File: config.mk
export PLATFORM = sky130hd
export DESIGN_NAME = keyed_wdt
export DESIGN_NICKNAME = d
export VERILOG_FILES = /design/src/rtl/keyed_wdt_pkg.sv /design/src/rtl/keyed_wdt_ctrl.sv /design/src/rtl/keyed_wdt_dp.sv /design/src/rtl/keyed_wdt.sv
export SDC_FILE = /design/constraint.sdc
export NUM_CORES = 1
export LEC_CHECK = 0
export ABC_CLOCK_PERIOD_IN_PS = 4150
export CORE_ASPECT_RATIO = 1.4
export CORE_MARGIN = 2
export CORE_UTILIZATION = 43
export DETAILED_ROUTE_END_ITERATION = 8
export DONT_BUFFER_PORTS = 1
export PLACE_DENSITY = 0.65
export SETUP_SLACK_MARGIN = 0.15
export SLEW_MARGIN = 25
export SYNTH_ARGS = -nofsm -noshare
export SYNTH_HDL_FRONTEND = slang
export SYNTH_SLANG_ARGS = --single-unit
File: constraint.sdc
create_clock -name clk -period 4.15 [get_ports clk]
set_input_delay 0.83 -clock clk [delete_from_list [all_inputs] [get_ports clk]]
set_output_delay 0.83 -clock clk [all_outputs]
set_load 0.01 [all_outputs]
File: src/rtl/keyed_wdt_pkg.sv
package keyed_wdt_pkg;
  localparam logic [31:0] KEY_REF_A = 32'h0000_A602;
  localparam logic [31:0] KEY_REF_B = 32'h0000_B480;
  localparam logic [31:0] KEY_UNL_A = 32'h0000_C520;
  localparam logic [31:0] KEY_UNL_B = 32'h0000_D928;

  localparam logic [3:0] OFS_CTL  = 4'h0;
  localparam logic [3:0] OFS_CTL1 = 4'h1;
  localparam logic [3:0] OFS_CNT  = 4'h4;
  localparam logic [3:0] OFS_TOV  = 4'h8;
  localparam logic [3:0] OFS_WIN  = 4'hC;

  localparam int CTL_EN_BIT   = 7;
  localparam int CTL_PERM_BIT = 5;
  localparam int CTL1_FLG_BIT = 6;

  typedef enum logic [1:0] {
    SEQ_IDLE,
    SEQ_REF,
    SEQ_UNL
  } seq_e;

  typedef struct packed {
    logic refresh;
    logic flagClr;
  } ctrl_stb_t;
endpackage

File: src/rtl/keyed_wdt_ctrl.sv
module keyed_wdt_ctrl
  import keyed_wdt_pkg::*;
#(
  parameter int DW          = 16,
  parameter int SEL_W       = 2,
  parameter int SEQ_GAP     = 16,
  parameter int OPEN_CYC    = 128,
  parameter logic [DW-1:0] DEF_TIMEOUT = 16'h1500
) (
  input  logic             clk,
  input  logic             rstN,
  input  logic             busWr,
  input  logic             busByte,
  input  logic [3:0]       busAddr,
  input  logic [31:0]      busWdata,
  output logic [7:0]       cs1Q,
  output logic [SEL_W-1:0] clkSelQ,
  output logic [DW-1:0]    tovQ,
  output logic [DW-1:0]    winQ,
  output logic             cfgOpen,
  output ctrl_stb_t        stb
);
  localparam int GAP_W  = $clog2(SEQ_GAP) + 1;
  localparam int OPEN_W = $clog2(OPEN_CYC + 1);
  localparam logic [GAP_W-1:0]  GAP_LAST = GAP_W'(SEQ_GAP - 1);
  localparam logic [OPEN_W-1:0] OPEN_LD  = OPEN_W'(OPEN_CYC);

  seq_e seqQ, seqNext;
  logic [GAP_W-1:0]  gapQ, gapNext;
  logic [OPEN_W-1:0] openQ;
  logic doneQ;
  logic refreshHit, unlockHit;

  logic wrCs1, wrCs2, wrCnt, wrTov, wrWin;
  logic [SEL_W-1:0] cs2Sel;
  logic cs2Clr;

  // Address decode: byte writes reach the two control bytes, word writes reach everything
  always_comb begin
    wrCs1 = busWr && (busAddr == OFS_CTL);
    wrCs2 = busWr && ((busByte && busAddr == OFS_CTL1) || (!busByte && busAddr == OFS_CTL));
    wrCnt = busWr && !busByte && (busAddr == OFS_CNT);
    wrTov = busWr && !busByte && (busAddr == OFS_TOV);
    wrWin = busWr && !busByte && (busAddr == OFS_WIN);
    cs2Sel = busByte ? busWdata[SEL_W-1:0] : busWdata[8 +: SEL_W];
    cs2Clr = busByte ? busWdata[CTL1_FLG_BIT] : busWdata[8 + CTL1_FLG_BIT];
  end

  // Key-pair detector shared by refresh and unlock
  always_comb begin
    seqNext    = seqQ;
    gapNext    = gapQ;
    refreshHit = 1'b0;
    unlockHit  = 1'b0;
    if (wrCnt) begin
      gapNext = '0;
      if (seqQ == SEQ_REF && busWdata == KEY_REF_B) begin
        refreshHit = 1'b1;
        seqNext    = SEQ_IDLE;
      end else if (seqQ == SEQ_UNL && busWdata == KEY_UNL_B) begin
        unlockHit = 1'b1;
        seqNext   = SEQ_IDLE;
      end else if (busWdata == KEY_REF_A) begin
        seqNext = SEQ_REF;
      end else if (busWdata == KEY_UNL_A) begin
        seqNext = SEQ_UNL;
      end else begin
        seqNext = SEQ_IDLE;
      end
    end else if (seqQ != SEQ_IDLE) begin
      if (gapQ == GAP_LAST) begin
        seqNext = SEQ_IDLE;
        gapNext = '0;
      end else begin
        gapNext = gapQ + GAP_W'(1);
      end
    end
  end

  always_ff @(posedge clk) begin
    if (!rstN) begin
      seqQ <= SEQ_IDLE;
      gapQ <= '0;
    end else begin
      seqQ <= seqNext;
      gapQ <= gapNext;
    end
  end

  assign cfgOpen = !doneQ || (openQ != '0);

  // Unlock lifetime and first-configuration latch
  always_ff @(posedge clk) begin
    if (!rstN) begin
      openQ <= '0;
      doneQ <= 1'b0;
    end else begin
      if (unlockHit && cs1Q[CTL_PERM_BIT]) openQ <= OPEN_LD;
      else if (wrCs1)                      openQ <= '0;
      else if (openQ != '0)                openQ <= openQ - OPEN_W'(1);
      if (wrCs1 && cfgOpen) doneQ <= 1'b1;
    end
  end

  // Configuration registers, written only while open
  always_ff @(posedge clk) begin
    if (!rstN) begin
      cs1Q    <= '0;
      clkSelQ <= '0;
      tovQ    <= DEF_TIMEOUT;
      winQ    <= '0;
    end else if (cfgOpen) begin
      if (wrCs1) cs1Q    <= busWdata[7:0];
      if (wrCs2) clkSelQ <= cs2Sel;
      if (wrTov) tovQ    <= busWdata[DW-1:0];
      if (wrWin) winQ    <= busWdata[DW-1:0];
    end
  end

  assign stb.refresh = refreshHit;
  assign stb.flagClr = wrCs2 && cs2Clr;
endmodule

File: src/rtl/keyed_wdt_dp.sv
module keyed_wdt_dp
  import keyed_wdt_pkg::*;
#(
  parameter int DW    = 16,
  parameter int NSRC  = 4,
  parameter int SEL_W = 2
) (
  input  logic             clk,
  input  logic             rstN,
  input  logic             en,
  input  logic [SEL_W-1:0] clkSel,
  input  logic [NSRC-1:0]  tickEn,
  input  logic [DW-1:0]    tov,
  input  logic [DW-1:0]    win,
  input  ctrl_stb_t        stb,
  output logic [DW-1:0]    cntQ,
  output logic             flagQ,
  output logic             rstReqQ,
  output logic             timeoutHit
);
  logic tickSel, winViol;

  always_comb begin
    tickSel    = tickEn[clkSel];
    timeoutHit = en && (cntQ == tov);
    winViol    = en && stb.refresh && (win != '0) && (cntQ < win);
  end

  always_ff @(posedge clk) begin
    if (!rstN) begin
      cntQ    <= '0;
      flagQ   <= 1'b0;
      rstReqQ <= 1'b0;
    end else begin
      rstReqQ <= timeoutHit || winViol;
      if (timeoutHit)                  cntQ <= '0;
      else if (stb.refresh && !winViol) cntQ <= '0;
      else if (en && tickSel)          cntQ <= cntQ + DW'(1);
      if (timeoutHit || winViol) flagQ <= 1'b1;
      else if (stb.flagClr)      flagQ <= 1'b0;
    end
  end
endmodule

File: src/rtl/keyed_wdt.sv
module keyed_wdt
  import keyed_wdt_pkg::*;
#(
  parameter int DW       = 16,
  parameter int NSRC     = 4,
  parameter int SEQ_GAP  = 16,
  parameter int OPEN_CYC = 128,
  parameter logic [DW-1:0] DEF_TIMEOUT = 16'h1500
) (
  input  logic            clk,
  input  logic            rstN,
  input  logic            busWr,
  input  logic            busByte,
  input  logic [3:0]      busAddr,
  input  logic [31:0]     busWdata,
  output logic [31:0]     busRdata,
  input  logic [NSRC-1:0] tickEn,
  output logic            rstReq,
  output logic            toFlag
);
  localparam int SEL_W = (NSRC > 1) ? $clog2(NSRC) : 1;

  logic [7:0]       cs1Q;
  logic [SEL_W-1:0] clkSelQ;
  logic [DW-1:0]    tovQ, winQ, cntQ;
  logic             cfgOpen, timeoutHit, flagQ;
  ctrl_stb_t        stb;
  logic [7:0]       cs2Rd;

  keyed_wdt_ctrl #(
    .DW(DW), .SEL_W(SEL_W), .SEQ_GAP(SEQ_GAP),
    .OPEN_CYC(OPEN_CYC), .DEF_TIMEOUT(DEF_TIMEOUT)
  ) u_ctrl (
    .clk(clk), .rstN(rstN), .busWr(busWr), .busByte(busByte),
    .busAddr(busAddr), .busWdata(busWdata), .cs1Q(cs1Q),
    .clkSelQ(clkSelQ), .tovQ(tovQ), .winQ(winQ),
    .cfgOpen(cfgOpen), .stb(stb)
  );

  keyed_wdt_dp #(.DW(DW), .NSRC(NSRC), .SEL_W(SEL_W)) u_dp (
    .clk(clk), .rstN(rstN), .en(cs1Q[CTL_EN_BIT]), .clkSel(clkSelQ),
    .tickEn(tickEn), .tov(tovQ), .win(winQ), .stb(stb),
    .cntQ(cntQ), .flagQ(flagQ), .rstReqQ(rstReq), .timeoutHit(timeoutHit)
  );

  always_comb begin
    cs2Rd = '0;
    cs2Rd[SEL_W-1:0]    = clkSelQ;
    cs2Rd[CTL1_FLG_BIT] = flagQ;
    case (busAddr)
      OFS_CTL:  busRdata = {16'h0, cs2Rd, cs1Q};
      OFS_CTL1: busRdata = {24'h0, cs2Rd};
      OFS_CNT:  busRdata = 32'(cntQ);
      OFS_TOV:  busRdata = 32'(tovQ);
      OFS_WIN:  busRdata = 32'(winQ);
      default:  busRdata = '0;
    endcase
  end

  assign toFlag = flagQ;
endmodule

==> results of run 1 <==
[synthesized netlist by cell type, drive strengths merged (2+ instances only)]
cell type | instances | share of area
a211oi | 4 | 0.0070
a21o | 2 | 0.0035
a21oi | 9 | 0.011
a222oi | 11 | 0.026
a22oi | 8 | 0.014
a32oi | 3 | 0.0062
and3 | 7 | 0.010
buf | 23 | 0.039
clkbuf | 17 | 0.015
dfxtp | 76 | 0.36
ha | 18 | 0.053
inv | 21 | 0.019
mux2i | 16 | 0.038
nand2 | 66 | 0.058
nand2b | 2 | 0.0047
nand3 | 38 | 0.045
nand4 | 13 | 0.019
nor2 | 51 | 0.046
nor2b | 3 | 0.0044
nor3 | 2 | 0.0023
nor3b | 4 | 0.0070
nor4 | 14 | 0.021
nor4b | 5 | 0.015
nor4bb | 3 | 0.0070
o21a | 2 | 0.0035
o21ai | 33 | 0.039
or3 | 3 | 0.0044
or4 | 2 | 0.0044
xnor2 | 25 | 0.051
xor2 | 11 | 0.023
[layout by cell type (no fill, tap or decap), drive strengths merged, types with 8 or more instances in the layout]
| master | synthesis | layout |
|---|---|---|
| nand2 | 66 | 66 |
| nor4 | 14 | 14 |
| a222oi | 11 | 11 |
| dfxtp | 76 | 76 |
| xor2 | 11 | 11 |
| ha | 18 | 18 |
| mux2i | 16 | 16 |
| inv | 21 | 21 |
| nand3 | 38 | 38 |
| clkbuf | 17 | 10 |
| o21ai | 33 | 33 |
| conb | 1 | 16 |
| a21oi | 9 | 9 |
| a22oi | 8 | 8 |
| nor2 | 51 | 51 |
| xnor2 | 25 | 25 |
| nand4 | 13 | 13 |
[layer usage]
layer / GRT usage / wire (um)
met5: 0 / 0
met4: 0.0994 / 375
met3: 0.0671 / 700
met2: 0.377 / 5650
met1: 0.246 / 4520
[cell families (layout without fill, tap and decap cells)]
family                   count (synthesis)  count (layout)  share of synthesized area
AND/OR/NAND/NOR                        220             220                      0.263
AO/OA/AOI/OAI                           81              81                      0.134
flip-flops                              76              76                      0.357
buffers and inverters                   61              38                     0.0725
XOR/XNOR                                36              36                     0.0740
adder cells (fa/ha/maj)                 18              18                     0.0529
multiplexers                            18              18                     0.0455
other                                    1              16                   0.000880
[path summary, 6_finish.rpt]
path | to | from | slack [ns] | depth (start not counted)
worst min-delay path | u_ctrl.gapQ[4] | u_ctrl.gapQ[4] | 0.48 | 2
worst max-delay path | busRdata[7] | busAddr[3] | 1.16 | 4
worst max register to register | u_ctrl.tovQ[12] | u_ctrl.openQ[0] | 1.59 | 9
worst min register to register | u_ctrl.gapQ[4] | u_ctrl.gapQ[4] | 0.48 | 2
[area by class of cell]
type / instances / area, um^2 / area share
Clock buffer: 10 / 229 / 0.0502
Clock inverter: 1 / 5.00 / 0.00110
Inverter: 21 / 78.8 / 0.0173
Multi-Input combinational cell: 389 / 2520 / 0.551
Sequential cell: 76 / 1520 / 0.333
Tap cell: 135 / 169 / 0.0370
Timing Repair Buffer: 6 / 45.0 / 0.00987
[worst register-to-register path, delay by kind of cell, from the launching register on]
family | cells | cell delay [ns]
adder cells (fa/ha/maj) | 1 | 0.19
buffers and inverters | 2 | 0.38
flip-flops | 1 | 0.35
multiplexers | 1 | 0.23
AND/OR/NAND/NOR | 5 | 1.31
[per-stage QoR]
step	util	power [mW]
detailed placement	0.442	1.05
CTS	0.466	1.70
floorplan	-	1.02
finish	0.466	1.69
global route	0.466	1.76
global placement	0.442	1.03
[flip-flops by register name (all words and copies together), names as in the netlist]
register	cells
u_ctrl.tovQ	16
u_ctrl.winQ	16
u_dp.cntQ	16
u_ctrl.cs1Q	8
u_ctrl.openQ	8
u_ctrl.gapQ	5
u_ctrl.clkSelQ	2
u_ctrl.seqQ	2
u_ctrl.doneQ	1
u_dp.flagQ	1
u_dp.rstReqQ	1
[report_power, final]
group	total, mW	internal, mW	leakage [nW]	switching (mW)
Sequential	0.803	0.767	0.614	0.0360
Clock	0.659	0.386	0.116	0.273
Combinational	0.226	0.101	0.958	0.125
==> run metrics, run 1 <==
outcome finished, final reports clean; drt total wl 11.2 mm; RSZ-0062 raised after global routing no; worst-margin pin slew 1.02 ns; fin crit period 2.99 ns; vias per cell 5.72; Max-Cap Viols 0; Clock Path Buffers 2; Main synth FF type dfxtp_1; fin crit share 0.719; starting density of the core 0.435; die width 88.1 um; Post-Syn Area per Cell 8.34 um^2; post-route insts no fill 638; detailed-route wire length per cell 17.6 um; Post-CTS Hold Buffers 0; Post-Syn Area 4260 um^2; Post-CTS Setup Bufs 0; VDD IR max 0.221 mV; post-CTS sizing 0; CP Launch Type input pin; GPL Wtd Cong 0.867; proportion of layout cells with a drive suffix above 1 0.0616; Max Clk Rate 335 MHz; CTS H-Tree Depth 3; Slowest Stage Delay on Critical Path 0.79 ns; Pins Over Slew Limit 0; DR vias 3652; final-report setup violation count 0; Clk Latency, worst-skew pair 0.33 ns; Synth Register Bits 76; largest net degree at the start of global routing 54; Final nets 565; post-synthesis sequential area ratio 0.357; Worst Path Buf+Inv 1; Fin Setup TNS 0 ns; PwrDens 370 nW/um^2; Core Box Area 9790 um^2; die area 10700 um^2; worst hold margin 0.484 ns; required time of the critical path 3.32 ns; die span in y 122 um; Critical Path AT 2.16 ns; Placed Instances 627; critical-path cell list nor4bb_4 -> buf_4 -> a222oi_1 -> nand2_1; Post-DP Area 4330 um^2; Hold Violations, Final 0; CTS buffer count 9; Ports 78; Post-synth EDFFs 0; Yosys cell types 56; gate count of the mapped netlist 511; Syn-to-layout area delta 7.14%; initial antenna violation count 0; Clock Root Buffer clkbuf_16; Fillers 985; Rel. slew slack 0.311; first-pass GRT wire length 17.9 mm; Clock Skew 0.00531 ns; CTS tree built; Worst-path clk slew 0.05 ns; synth warn 0; clock sinks 76; post-place setup slack 1.04 ns; Final Instance Area 4560 um^2; GRT overflow 0; worst setup margin 1.16 ns; Total GRT Usage 0.219; Crit Path Class input pin to output pin; hpwl dp 8.64 mm; antenna viol nets, final 0; PortBufs 0; Async S/R FF share, synth 0; Crit-path slowest cell nor4bb_4; Crit Path Max Fanout 13; n_diodes 0; drt first pass iters 6; vias in the first global route 3530; Iteration-0 DRC Markers 263; Rows 43; Hold Path Class register to register; family with the most delay on the worst path simple AND/OR/NAND/NOR gates; DRC 0; CP endpoint kind output pin; static leakage 1.69 nW
No activity file was read; power rests on OpenSTA's default activity.
==> run 2, diff against run 1 <==
--- a/config.mk
+++ b/config.mk
@@ -5,13 +5,14 @@
 export SDC_FILE = /design/constraint.sdc
 export NUM_CORES = 1
 export LEC_CHECK = 0
-export ABC_CLOCK_PERIOD_IN_PS = 4150
+export ABC_AREA = 1
+export ABC_CLOCK_PERIOD_IN_PS = 2500
 export CORE_ASPECT_RATIO = 1.4
 export CORE_MARGIN = 2
 export CORE_UTILIZATION = 43
 export DETAILED_ROUTE_END_ITERATION = 8
 export DONT_BUFFER_PORTS = 1
-export PLACE_DENSITY = 0.65
+export PLACE_DENSITY = 0.67
 export SETUP_SLACK_MARGIN = 0.15
 export SLEW_MARGIN = 25
 export SYNTH_ARGS = -nofsm -noshare
==> constraint.sdc (replaced) <==
create_clock -name clk -period 2.5 [get_ports clk]
set_input_delay 0.5 -clock clk [delete_from_list [all_inputs] [get_ports clk]]
set_output_delay 0.5 -clock clk [all_outputs]
set_load 0.01 [all_outputs]
==> run 2 against run 1 <==
Critical path depth is 2 higher. Total power grew 98%. Routed wire length is 34% higher. Synthesized area grew 16%. Clock power grew 120%. Non-clock buffer count is 15 higher. Sequential cell count did not move.
==> run metrics, run 2 <==
outcome finished, final reports clean (unchanged); Async S/R FF share, synth 0 (unchanged); Hold EP u_ctrl.tovQ[8] (was u_ctrl.gapQ[4]); CTS H-Tree Depth 3 (unchanged); PwrDens 616 nW/um^2 (was 370 nW/um^2); Hold Violations, Final 0 (unchanged); Sw Share 0.290 (was 0.257); clock sinks 76 (unchanged); Post-synth EDFFs 0 (unchanged); hpwl dp 11.9 mm (was 8.64 mm); Main synth FF type dfxtp_1 (unchanged); Crit Path Class input pin to output pin (unchanged); Syn-to-layout area delta 10.2% (was 7.14%); post-synthesis sequential area ratio 0.309 (was 0.357); cell internal pwr 2.37 mW (was 1.25 mW); Synth area leaders dfxtp_1 31%, nand2_1 10%, inv_1 7.4% (was dfxtp_1 36%, nand2_1 5.8%, ha_1 5.3%); Critical Path AT 1.73 ns (was 2.16 ns); commonest cells in the netlist 131 x nand2_1, 97 x inv_1, 97 x nor2_1 (was 76 x dfxtp_1, 66 x nand2_1, 50 x nor2_1); worst setup margin 0.272 ns (was 1.16 ns); initial antenna violation count 0 (unchanged); critical-path cell list inv_1 -> nand2_2 -> nor3_4 -> clkinvlp_4 -> o21ai_0 -> buf_4 (was nor4bb_4 -> buf_4 -> a222oi_1 -> nand2_1); synth warn 0 (unchanged); CP endpoint kind output pin (unchanged); proportion of layout cells with a drive suffix above 1 0.0898 (was 0.0616); sw power 971 uW (was 434 uW); PortBufs 0 (unchanged); CTS tree built (unchanged); required time of the critical path 2.00 ns (was 3.32 ns); RSZ-0062 raised after global routing no (unchanged); Post-Syn Area per Cell 6.68 um^2 (was 8.34 um^2); Crit-path slowest cell o21ai_0 (was nor4bb_4); vias per cell 5.57 (was 5.72); CTS buffer count 9 (unchanged); Hold Crit Depth 1 (was 2); Rows 46 (was 43); count leader, synth nand2_1 (was dfxtp_1); Synth Register Bits 76 (unchanged); Clock Root Buffer clkbuf_16 (unchanged); commonest non-fill, non-tap cells in the layout 131 x nand2_1, 97 x inv_1, 97 x nor2_1 (was 76 x dfxtp_1, 66 x nand2_1, 50 x nor2_1); n_diodes 0 (unchanged); GRT overflow 0 (unchanged); drt first pass iters 8 (was 6); Synth top area share 0.309 (was 0.357); Placed Instances 885 (was 627); vias in the first global route 4771 (was 3530); hold_sp rstN (was u_ctrl.gapQ[4]); GPL Wtd Cong 0.931 (was 0.867); VDD IR max 0.629 mV (was 0.221 mV); die area 12300 um^2 (was 10700 um^2); gate count of the mapped netlist 737 (was 511); Clk Latency, worst-skew pair 0.35 ns (was 0.33 ns); R2R Setup Slk 0.49 ns (was 1.59 ns); worst-margin pin slew 0.633 ns (was 1.02 ns); Max Clk Rate 449 MHz; final-report setup violation count 0 (unchanged); drt total wl 15.1 mm (was 11.2 mm); register share of total power 0.398 (was 0.476); post-route insts no fill 901 (was 638); static leakage 2.18 nW (was 1.69 nW); Post-Syn Area 4920 um^2 (was 4260 um^2); DRC 0 (unchanged); Worst Setup SP busAddr[1] (was busAddr[3]); Slowest Stage Delay on Critical Path 0.33 ns (was 0.79 ns); Total GRT Usage 0.251 (was 0.219); largest net degree at the start of global routing 50 (was 54); Fin Setup TNS 0 ns (unchanged); clock network power share 0.439 (was 0.390); Crit Path Max Fanout 10 (was 13); fin crit period 2.23 ns; path depth of the worst reg2reg path 8 (was 9); die width 94.4 um (was 88.1 um); post-place setup slack 0.229 ns (was 1.04 ns); Core Box Area 11200 um^2 (was 9790 um^2); antenna viol nets, final 0 (unchanged); Yosys cell types 45 (was 56); fin crit share 0.891; Final Instance Area 5420 um^2 (was 4560 um^2); Worst-path clk slew 0.07 ns (was 0.05 ns); Max-Cap Viols 0 (unchanged); Clock Path Buffers 2 (unchanged); worst hold margin 0.264 ns (was 0.484 ns); Rel. slew slack 0.575 (was 0.311); cell accounting for the most synthesized area dfxtp_1 (unchanged); starting density of the core 0.438 (was 0.435); commonest non-fill, non-tap cell in the layout nand2_1 (was dfxtp_1); RR Startpoint u_ctrl.openQ[0] (unchanged); Ports 78 (unchanged); DR vias 5020 (was 3652); Iteration-0 DRC Markers 396 (was 263); largest registers u_ctrl.tovQ x16, u_ctrl.winQ x16, u_dp.cntQ x16 (unchanged); Post-DP Area 5090 um^2 (was 4330 um^2); first-pass GRT wire length 23.8 mm (was 17.9 mm); Final nets 814 (was 565); Post-CTS Setup Bufs 0 (unchanged); worst reg2reg endpoint u_ctrl.tovQ[5] (was u_ctrl.tovQ[12]); Clock Skew 0.0112 ns (was 0.00531 ns); die span in y 131 um (was 122 um); detailed-route wire length per cell 16.7 um (was 17.6 um); Hold Path Class input pin to register (was register to register); CP Launch Type input pin (unchanged); logic gate share of total power 0.162 (was 0.134); Pins Over Slew Limit 0 (unchanged)
-- run 2: cell count changes after synthesis, moves of 19 or more --
cell | before | now
inv_1 | 21 | 97
xnor2_1 | 25 | 6
nor2_1 | 50 | 97
nor3_1 | 2 | 28
a21oi_1 | 9 | 62
o21ai_0 | 33 | 59
nand2_1 | 66 | 131
-- run 2: worst max-delay path, delay by kind of cell --
| family | cells | cell delay, ns |
|---|---|---|
| compound gates | 1 | 0.33 |
| buf+inv | 3 | 0.57 |
| simple gates | 2 | 0.33 |
-- run 2: worst max-delay path by stage --
stage                  endpoint  slack [ns]
floorplan           busRdata[7]        0.43
global placement    busRdata[7]        0.27
detailed placement  busRdata[7]        0.23
CTS                 busRdata[7]        0.24
global route        busRdata[7]        0.18
finish              busRdata[7]        0.27
-- run 2: through the flow --
| step | total power, mW | utilization |
|---|---|---|
| detailed placement | 1.90 | 0.454 |
| finish | 3.34 | 0.483 |
| floorplan | 1.82 | - |
| global placement | 1.88 | 0.454 |
| CTS | 3.35 | 0.483 |
| global route | 3.49 | 0.483 |
-- run 2: power by group through the flow --
stage / logic (mW) / clock network (mW) / registers (mW)
2_1_floorplan: 0.473 / 0 / 1.35
3_5_place_dp: 0.542 / 0 / 1.36
4_1_cts: 0.545 / 1.47 / 1.33
5_1_grt: 0.626 / 1.52 / 1.34
6_report: 0.542 / 1.47 / 1.33
3_3_place_gp: 0.524 / 0 / 1.35
-- run 2: per-layer routing --
metal / track usage / wire length (um)
met1: 0.275 / 5540
met2: 0.456 / 7830
met3: 0.0533 / 975
met4: 0.124 / 734
met5: 0 / 0
-- run 2: kinds of logic after synthesis --
family	Yosys count	share of synthesized area
and+or+nand+nor	327	0.308
AOI/OAI and AO/OA	165	0.187
buffers and inverters	137	0.126
DFF	76	0.309
adders and majority gates	18	0.0458
xor gates and xnor gates	13	0.0231
other	1	0.000762
-- run 2: repair_timing --
action | in CTS | in global routing
hold buffers | 0 | 0
resized for setup | 0 | 1
endpoints found under the setup margin | 0 | 1
endpoints found under the hold margin | 0 | 0
-- run 2: cell type report --
| cell class | count | area (um^2) |
|---|---|---|
| sequential | 76 | 1520 |
| timing repair buffer | 21 | 158 |
| clock inverter | 7 | 105 |
| clock buffer | 9 | 225 |
| multi-input combinational | 539 | 2840 |
| tap | 144 | 180 |
| inverter | 105 | 399 |
| fill | 1161 | 5800 |
==> run 3, diff against run 2 <==
--- a/config.mk
+++ b/config.mk
@@ -7,12 +7,12 @@
 export LEC_CHECK = 0
 export ABC_AREA = 1
 export ABC_CLOCK_PERIOD_IN_PS = 2500
-export CORE_ASPECT_RATIO = 1.4
+export CORE_ASPECT_RATIO = 0.8
 export CORE_MARGIN = 2
 export CORE_UTILIZATION = 43
 export DETAILED_ROUTE_END_ITERATION = 8
 export DONT_BUFFER_PORTS = 1
-export PLACE_DENSITY = 0.67
+export PLACE_DENSITY = 0.58
 export SETUP_SLACK_MARGIN = 0.15
 export SLEW_MARGIN = 25
 export SYNTH_ARGS = -nofsm -noshare
==> run 3 against run 2 <==
Sequential power barely moved. Clock skew fell by 0.0077 ns. Combinational power rose by 2%. Largest power group unchanged.
==> run metrics, run 3 (synthesis results as in run 2) <==
outcome finished, final reports clean (unchanged); Max-Cap Viols 0 (unchanged); Ports 78 (unchanged); RSZ-0062 raised after global routing no (unchanged); VDD IR max 0.315 mV (was 0.629 mV); n_diodes 0 (unchanged); clock network power share 0.453 (was 0.439); CTS buffer count 9 (unchanged); Sw Share 0.271 (was 0.290); largest registers u_ctrl.tovQ x16, u_ctrl.winQ x16, u_dp.cntQ x16 (unchanged); CP Launch Type input pin (unchanged); vias in the first global route 4508 (was 4771); worst-margin pin slew 0.667 ns (was 0.633 ns); critical-path cell list inv_1 -> nand2_2 -> nor3_4 -> clkinvlp_4 -> o22ai_1 -> nor2_1 -> o21ai_0 (was inv_1 -> nand2_2 -> nor3_4 -> clkinvlp_4 -> o21ai_0 -> buf_4); Clock Path Buffers 2 (unchanged); proportion of layout cells with a drive suffix above 1 0.0897 (was 0.0898); sw power 932 uW (was 971 uW); Rel. slew slack 0.552 (was 0.575); DRC 0 (unchanged); Max Clk Rate 455 MHz (was 449 MHz); Core Box Area 11000 um^2 (was 11200 um^2); GPL Wtd Cong 0.904 (was 0.931); drt first pass iters 5 (was 8); family with the most delay on the worst path buffers and inverters (unchanged); CP endpoint kind output pin (unchanged); Pins Over Slew Limit 0 (unchanged); commonest non-fill, non-tap cells in the layout 131 x nand2_1, 97 x inv_1, 97 x nor2_1 (unchanged); first-pass GRT wire length 24.6 mm (was 23.8 mm); Crit Path Max Fanout 10 (unchanged); CTS H-Tree Depth 3 (unchanged); hpwl dp 12.2 mm (was 11.9 mm); commonest non-fill, non-tap cell in the layout nand2_1 (unchanged); Fin Setup TNS 0 ns (unchanged); PwrDens 631 nW/um^2 (was 616 nW/um^2); Iteration-0 DRC Markers 382 (was 396); Slowest Stage Delay on Critical Path 0.28 ns (was 0.33 ns); PortBufs 0 (unchanged); die width 124 um (was 94.4 um); static leakage 2.20 nW (was 2.18 nW); Worst-path clk slew 0.06 ns (was 0.07 ns); Rows 34 (was 46); antenna viol nets, final 0 (unchanged); Worst Path Buf+Inv 2 (was 3); initial antenna violation count 0 (unchanged); final-report setup violation count 0 (unchanged); GRT overflow 0 (unchanged); drt total wl 15.8 mm (was 15.1 mm); fin crit period 2.20 ns (was 2.23 ns); Syn-to-layout area delta 10.8% (was 10.2%); Clk Latency, worst-skew pair 0.34 ns (was 0.35 ns); detailed-route wire length per cell 17.5 um (was 16.7 um); Fillers 1144 (was 1161); die span in y 99.7 um (was 131 um); fin crit share 0.879 (was 0.891); clock sinks 76 (unchanged); Hold Path Class input pin to register (unchanged); Crit Path Class input pin to output pin (unchanged); required time of the critical path 2.00 ns (about the same); Total GRT Usage 0.265 (was 0.251); Crit-path slowest cell clkinvlp_4 (was o21ai_0); worst setup margin 0.301 ns (was 0.272 ns); die area 12300 um^2 (about the same); post-place setup slack 0.234 ns (was 0.229 ns); cell internal pwr 2.51 mW (was 2.37 mW); vias per cell 5.52 (was 5.57); largest net degree at the start of global routing 50 (unchanged); Clock Skew 0.00350 ns (was 0.0112 ns); starting density of the core 0.447 (was 0.438); register share of total power 0.387 (was 0.398); Clock Root Buffer clkbuf_16 (unchanged); Hold Violations, Final 0 (unchanged); DR vias 4981 (was 5020); Critical Path AT 1.70 ns (was 1.73 ns); Final nets 815 (was 814); CTS tree built (unchanged); logic gate share of total power 0.160 (was 0.162); Post-CTS Setup Bufs 0 (unchanged)
-- run 3: cell count changes in the layout (fill, tap and decap cells not counted) --
cell,delta
inv_6,-3
clkbuf_8,+2
buf_4,+1
clkbuf_1,+1
bufinv_16,+1
inv_8,-1
clkinvlp_4,-1
clkinv_2,+1
-- run 3: power by group through the flow --
stage	Clock [mW]	Combinational, mW	Sequential, mW
final	1.56	0.551	1.33
after CTS	1.57	0.550	1.33
after floorplan	0	0.473	1.35
after global placement	0	0.528	1.36
after detailed placement	0	0.546	1.36
after global routing	1.63	0.634	1.34
-- run 3: worst paths after layout --
kind	from	to	slack [ns]	depth (start not counted)
max	busAddr[1]	busRdata[6]	0.30	7
min reg2reg	u_ctrl.gapQ[4]	u_ctrl.gapQ[4]	0.46	2
min	rstN	u_ctrl.tovQ[8]	0.28	1
max reg2reg	u_dp.cntQ[1]	u_dp.cntQ[14]	0.45	8
-- run 3: per-layer routing --
layer	wire, um	global-route usage
met1	7560	0.390
met2	6700	0.386
met3	1270	0.0614
met4	229	0.0682
met5	0	0
-- run 3: final cells by class --
type,instances,area (um^2),share of cell area
clock buffer,12,256,0.0470
timing repair buffer,22,165,0.0303
tap,144,180,0.0330
multi-input combinational,539,2840,0.520
sequential,76,1520,0.279
inverter,105,399,0.0732
clock inverter,4,95.1,0.0174
-- run 3: stage by stage --
step	instance area [um^2]	utilization	power [mW]	hold slack (ns)	instances
floorplan	4980	-	1.82	0.435	752
global placement	5100	0.463	1.88	0.448	886
detailed placement	5100	0.463	1.90	0.454	886
CTS	5450	0.495	3.45	0.262	902
global route	5450	0.495	3.60	0.266	902
finish	5450	0.495	3.44	0.282	902
-- run 3: what timing repair did --
item,in CTS,in global routing
hold buffers,0,0
endpoints found under the hold margin,0,0
endpoints found under the setup margin,0,9
resized for setup,0,1
-- run 3: worst reg2reg max path, cell delays in order (launching register included) --
cell and delay (ns):
dfxtp_1 0.50, ha_1 0.36, inv_1 0.09, nor3_1 0.53
nand3_1 0.13, nand2_1 0.09, nand2_1 0.05, a21oi_1 0.12
nor3_1 0.06
